`src/rtl/stpg_pkg.sv`:
```
package stpg_pkg;
  typedef enum logic [1:0] {
    ST_RUN      = 2'd0,
    ST_ACK_PEND = 2'd1,
    ST_STOPPED  = 2'd2,
    ST_RESUME   = 2'd3
  } stpg_state_e;
endpackage

```
`src/rtl/stpg_req_filter.sv`:
```
module stpg_req_filter #(
  parameter int unsigned SYNC_STAGES   = 2,
  parameter int unsigned STABLE_CYCLES = 2
) (
  input  logic clk_i,
  input  logic rst_ni,
  input  logic raw_ni,
  output logic req_o
);
  localparam int unsigned CNT_W = $clog2(STABLE_CYCLES + 1);

  logic [SYNC_STAGES-1:0] sync_q;
  logic [CNT_W-1:0]       cnt_q;
  logic                   req_q;
  logic                   req_sync;

  always_ff @(posedge clk_i or negedge rst_ni) begin
    if (!rst_ni) sync_q <= '1;
    else         sync_q <= {sync_q[SYNC_STAGES-2:0], raw_ni};
  end

  assign req_sync = ~sync_q[SYNC_STAGES-1];

  // filtered level changes only after STABLE_CYCLES consecutive disagreements
  always_ff @(posedge clk_i or negedge rst_ni) begin
    if (!rst_ni) begin
      cnt_q <= '0;
      req_q <= 1'b0;
    end else if (req_sync == req_q) begin
      cnt_q <= '0;
    end else if (cnt_q == CNT_W'(STABLE_CYCLES - 1)) begin
      cnt_q <= '0;
      req_q <= req_sync;
    end else begin
      cnt_q <= cnt_q + 1'b1;
    end
  end

  assign req_o = req_q;
endmodule

```
`src/rtl/stpg_fsm.sv`:
```
module stpg_fsm
  import stpg_pkg::*;
(
  input  logic        clk_i,
  input  logic        rst_ni,
  input  logic        req_i,
  input  logic        gnt_i,
  output stpg_state_e state_o
);
  stpg_state_e state_q, state_d;

  always_comb begin
    state_d = state_q;
    unique case (state_q)
      ST_RUN:      if (req_i) state_d = ST_ACK_PEND;
      ST_ACK_PEND: if (gnt_i) state_d = req_i ? ST_STOPPED : ST_RESUME;
      ST_STOPPED:  if (!req_i) state_d = ST_RESUME;
      ST_RESUME:   state_d = ST_RUN;
      default:     state_d = ST_RUN;
    endcase
  end

  always_ff @(posedge clk_i or negedge rst_ni) begin
    if (!rst_ni) state_q <= ST_RUN;
    else         state_q <= state_d;
  end

  assign state_o = state_q;
endmodule

```
`src/rtl/stpg_en_map.sv`:
```
module stpg_en_map #(
  parameter int unsigned NUM_UNITS = 8,
  parameter int unsigned BUS_IDX   = 0,
  parameter int unsigned IRQ_IDX   = 1
) (
  input  logic                 stopped_i,
  output logic [NUM_UNITS-1:0] en_o
);
  for (genvar i = 0; i < NUM_UNITS; i++) begin : g_unit
    if (i == BUS_IDX || i == IRQ_IDX) begin : g_keep
      assign en_o[i] = 1'b1;
    end else begin : g_gate
      assign en_o[i] = ~stopped_i;
    end
  end
endmodule

```
`src/rtl/stop_grant_ctrl.sv`:
```
module stop_grant_ctrl
  import stpg_pkg::*;
#(
  parameter int unsigned NUM_UNITS     = 8,
  parameter int unsigned BUS_IDX       = 0,
  parameter int unsigned IRQ_IDX       = 1,
  parameter int unsigned SYNC_STAGES   = 2,
  parameter int unsigned STABLE_CYCLES = 2
) (
  input  logic                 clk_i,
  input  logic                 rst_ni,
  input  logic                 stop_req_ni,
  input  logic                 ack_gnt_i,
  output logic                 ack_req_o,
  output logic [NUM_UNITS-1:0] unit_en_o,
  output logic [1:0]           state_o,
  output logic                 resume_o
);
  logic        req_filt;
  stpg_state_e state;

  stpg_req_filter #(
    .SYNC_STAGES  (SYNC_STAGES),
    .STABLE_CYCLES(STABLE_CYCLES)
  ) u_filter (
    .clk_i (clk_i),
    .rst_ni(rst_ni),
    .raw_ni(stop_req_ni),
    .req_o (req_filt)
  );

  stpg_fsm u_fsm (
    .clk_i  (clk_i),
    .rst_ni (rst_ni),
    .req_i  (req_filt),
    .gnt_i  (ack_gnt_i),
    .state_o(state)
  );

  stpg_en_map #(
    .NUM_UNITS(NUM_UNITS),
    .BUS_IDX  (BUS_IDX),
    .IRQ_IDX  (IRQ_IDX)
  ) u_en (
    .stopped_i(state == ST_STOPPED),
    .en_o     (unit_en_o)
  );

  assign ack_req_o = (state == ST_ACK_PEND);
  assign resume_o  = (state == ST_RESUME);
  assign state_o   = state;
endmodule

```
`config.mk`:
```
export PLATFORM = sky130hd
export DESIGN_NAME = stop_grant_ctrl
export DESIGN_NICKNAME = d
export VERILOG_FILES = /design/src/rtl/stpg_pkg.sv /design/src/rtl/stpg_req_filter.sv /design/src/rtl/stpg_fsm.sv /design/src/rtl/stpg_en_map.sv /design/src/rtl/stop_grant_ctrl.sv
export SDC_FILE = /design/constraint.sdc
export NUM_CORES = 1
export LEC_CHECK = 0
export ABC_CLOCK_PERIOD_IN_PS = 1120
export BUFFER_PORTS_ARGS = -buffer_cell sky130_fd_sc_hd__buf_2
export CAP_MARGIN = 0
export CORE_AREA = 2 2 39 41
export DETAILED_ROUTE_END_ITERATION = 16
export DIE_AREA = 0 0 41 43
export SYNTH_ARGS = -nofsm -noshare
export SYNTH_HDL_FRONTEND = slang
export SYNTH_SLANG_ARGS = --single-unit
```
`constraint.sdc`:
```
create_clock -name clk_i -period 1.12 [get_ports clk_i]
set_input_delay 0.224 -clock clk_i [delete_from_list [all_inputs] [get_ports clk_i]]
set_output_delay 0.224 -clock clk_i [all_outputs]
set_load 0.01 [all_outputs]
```
**After elaboration in Yosys (flattened, before gate mapping)**

Index checks and enable logic that the tools add are counted.

- Register bits: 7
- Logic and storage cells: 26

- Add/sub/neg operators: 1
- Equality and inequality tests: 8
- Mux-type cells: 7
- Bitwise gates (word level): 3
- Reductions and logical operators: 3

Operator list:

| cell | count |
|---|---|
| $mux W2 | 5 |
| $pmux W2 S4 | 1 |
| $ne A2 B2 Y1 const B | 3 |
| $eq A2 B1 Y1 const B | 2 |
| $eq A2 B2 Y1 const B | 2 |
| $not A1 Y1 | 3 |
| $reduce_and A3 Y1 | 1 |
| $add A2 B1 Y2 const B | 1 |
| $logic_not A2 Y1 | 1 |
| $reduce_and A2 Y1 | 1 |
| $eq A1 B1 Y1 | 1 |
| $mux W1 | 1 |

**Depth between registers and ports, before layout**

- Depth in word-level cells: 4
- Gate-level depth with buffers: 5

**Modules after synthesis**

A second synthesis with hierarchy kept.

- Cell total of the unflattened synthesis: 39
- Area, all modules: 440.4 um^2

Modules (own cells, without submodules):

| module | instances | cells each | area each (um^2) |
|---|---|---|---|
| stpg_req_filter | 1 | 11 | 180.2 |
| stpg_fsm | 1 | 16 | 177.7 |
| stpg_en_map | 1 | 9 | 60.1 |
| stop_grant_ctrl | 1 | 3 | 22.5 |

**Worst setup path before layout**

Ideal clock, no wire load.

- Path kind: register -> register
- Start: register u_fsm.state_q[0], in the netlist u_fsm.state_o[0]
- End: register u_fsm.state_q[1], in the netlist u_fsm.state_o[1]
- Data arrival time: 1208 ps
- Data required time: 1000 ps
- Slack: -207 ps
- Cell stages (with the launch flop): 6
- Path buffers: 0
- Clock period less this slack: 1327 ps
- Path through: dfrtp_1 -> inv_1 -> ha_1 -> mux2i_2 -> a21oi_1 -> a31o_1

- Longest elaborated chain between the ends: 3

RTL lines:

| item | RTL line | text |
|---|---|---|
| from (decl) | stpg_fsm.sv:10 | `stpg_state_e state_q, state_d;` |
| from (signal assigned) | stpg_fsm.sv:25 | `else state_q <= state_d;` |
| $eq A2 B2 Y1 (tied with other cells) | stpg_fsm.sv:14 | `unique case (state_q)` |
| $ne A2 B2 Y1 (no source line) | -- |  |
| $reduce_and A3 Y1 (no source line) | -- |  |

Parallel ways exist; a longest one is shown, timed or not.
A chain may end at the register's enable or synchronous reset.

**Worst setup path in the final report**

- Start: register u_fsm.state_q[1], in the netlist u_fsm.state_o[1]
- End: output port ack_req_o

- Longest elaborated chain between the ends: 1

RTL lines:

| item | RTL line | text |
|---|---|---|
| $eq A2 B1 Y1 | stop_grant_ctrl.sv:49 | `assign ack_req_o = (state == ST_ACK_PEND);` |
| to (decl) | stop_grant_ctrl.sv:14 | `output logic ack_req_o,` |

No other way between the ends.

==> summary.md <==
| Metric | Value |
|---|---|
| GR Overflow Total | 0 |
| Yosys cell types | 18 |
| Fill count | approximately 140 |
| Mean Syn Cell Area | approximately 11 um^2 |
| Routability Congestion | 0.6581 |
| H-tree depth | 1 |
| Hold WS | roughly 0.059 ns |
| Pwr dens | 3040 nW/um^2 |
| DRC Markers | 0 |
| GRT Overall Usage | 12.42% |
| CP Class | flop to output port |
| IO Port Bufs | 13 |
| Maximum clock path buffer count | 2 |
| Routed WL | 785 um |
| Drt via density | between 4 and 5 |
| Die height | around 43 um |
| Worst min path class | input pin to flop |
| RSZ-0062 raised after global routing | yes |
| Initial Util | between 20% and 30% |
| Hold path startpoint | stop_req_ni |
| Max Slew Vio Count | 0 |
| CP Cell Sequence | inv_4 -> ha_2 -> buf_6 |
| Final Instance Area | ~670 um^2 |
| CP top delay family | flip-flops |
| Vias in the first global route | between 300 and 400 |
| Initial antenna violation count | 0 |
| Yosys reg bits | 7 |
| Antenna Cells | 0 |
| Fin. Hold Viols | 0 |
| Mapped Cells | 37 |
| Non-Filler Instances | 75 |
| Max Fclk | between 700 and 800 MHz |
| Worst Path Buf+Inv | 2 |
| Setup TNS | -2.036 ns |
| Root Driver | clkbuf_4 |
| I/O pins | 16 |
| CTS tree | built |
| Mapped Area | just over 400 um^2 |
| Minimum clock period after layout | around 1.3 ns |
| Arr. time, crit path | 1.11 ns |
| Leak pwr | 0.3117 nW |
| Worst setup EP type | output port |
| Worst endpoint required time | ~0.90 ns |
| Crit Path Max Fanout | 4 |
| Dpl hpwl | roughly 550 um |
| Final period utilization | 118.8% |
| Clk Latency, worst-skew pair | 0.26 ns |
| Critical path's slowest cell | dfrtp_2 |
| Count of nets after finishing | 69 |
| Initial DRC Count | 3 |
| Row cnt | 14 |
| Crit-path max cell delay | 0.45 ns |
| Largest net degree at the start of global routing | 8 |
| First-pass GRT wire length | 1324 um |
| Core ar. | ~1400 um^2 |
| MaxCap Viol Count | 0 |
| Hold path endpoint | u_filter.sync_q[0] |
| DRT Pass-1 Iters | 4 |
| Die Area | around 1800 um^2 |
| Sequential-to-total area share from yosys stat | 43.96% |
| Via Count | roughly 320 |
| Clock transition at path regs | 0.06 ns |
| CTS Buf Count | 3 |
| Die width | between 40 and 50 um |
| Dpl cell area | just over 500 um^2 |
| Placed Cells | 65 |
| Wire per inst | around 10 um |
| Final setup violation count | 11 |
| Setup Skew | 0.006601 ns |
| Status | finished with violations |
| Place WS | -0.1117 ns |
| Area Overhead vs Synth | 66.25% |
| R2R Path End | u_fsm.state_o[1] |
| Worst setup margin | -0.2105 ns |
| ANT nets after route | 0 |
| Failing checks | setup timing |
| Share of cells above drive strength 1 | roughly two thirds |
| Startpoint Class | flop |
| Worst VDD drop | a little over 0.9 mV |
| Reg2reg setup slack | -0.17 ns |
| R2r worst-path depth | 6 |
| WP depth | 3 |
| Clock Sinks | 7 |
| Reg-to-Reg Start | u_fsm.state_o[0] |
| Ys Warns | 0 |
| Min-Delay Path Depth | 1 |
| Critical Path Source | u_fsm.state_o[1] |
==> synth_stat cells (all sizes together) <==
master / count / area share, %
ha: 5 / 15
o31ai: 1 / 1.9
a21oi: 1 / 1.2
xor2: 1 / 2.2
a211oi: 1 / 1.9
buf: 7 / 13
dfrtp: 5 / 31
mux2i: 1 / 3.4
a32oi: 1 / 2.2
o211ai: 1 / 1.9
dfstp: 2 / 13
inv: 5 / 4.6
conb: 1 / 0.93
o21ai: 1 / 1.2
a31o: 1 / 2.2
and2: 1 / 1.5
nor2: 1 / 0.93
nand2b: 1 / 1.5
==> flip-flops by register name, indices dropped and copies added, names as in the netlist <==
register and count:
u_fsm.state_o 2, u_filter.sync_q 2, u_filter.cnt_q 2, u_filter.req_o 1
==> what timing repair did <==
item,CTS,global route
pin swaps,2,4
setup buffers,5,0
cloned,0,0
hold buffers,1,0
setup endpoints to repair,11,11
hold endpoints to repair,7,0
gates resized for setup,7,9
==> final cells by class <==
cell class                 instances  area [um^2]  area share (%)
sequential                         7        178.9           26.63
timing repair buffer              24        207.7           30.91
clock inverter                     1        5.005          0.7449
tap                               16        20.02           2.980
inverter                           5        26.28           3.911
clock buffer                       3        22.52           3.352
multi-input combinational         19        211.5           31.47
==> through the flow <==
step	util, %	power (W)
after global routing	48.55	0.002226
after floorplan	-	0.001120
after CTS	45.21	0.001900
after global placement	37.25	0.001379
final	48.55	0.002043
after detailed placement	37.25	0.001381
==> cell families after synthesis <==
| kind of cell | share of synthesized area (%) |
|---|---|
| compound gates | 12.38 |
| xor+xnor | 2.168 |
| fa+ha+maj | 15.48 |
| buf+inv | 17.65 |
| flops | 43.96 |
| mux | 3.405 |
| other cells | 0.9279 |
| simple gates | 4.026 |
==> cells in the final DEF (no fill, tap or decap), drive strengths merged, types with 2 or more instances in the layout <==
| master | count |
|---|---|
| ha | 5 |
| conb | 2 |
| buf | 23 |
| dfrtp | 5 |
| inv | 5 |
| clkbuf | 3 |
| dfstp | 2 |
==> per-layer routing <==
layer	GRT usage, %	part of all wire [%]	vias up
met5	0	0	-
met4	14.00	4.6	0
met3	3.141	6.5	4
met2	18.13	53	15
met1	12.46	35	142
li1	-	-	156
==> power by group <==
group	total [W]	internal (W)	switching [W]
sequential	0.000431	0.000340	0.0000908
clock	0.000235	0.000131	0.000104
combinational	0.00138	0.000803	0.000574
total	0.00204	0.00127	0.000768
==> how the worst max path moves through the flow <==
stage,endpoint
after floorplan,u_fsm.state_o[1]
after global placement,u_fsm.state_o[1]
after detailed placement,u_fsm.state_o[1]
after CTS,unit_en_o[3]
after global routing,u_fsm.state_o[0]
final,ack_req_o
(Power assumes the default switching activity.)
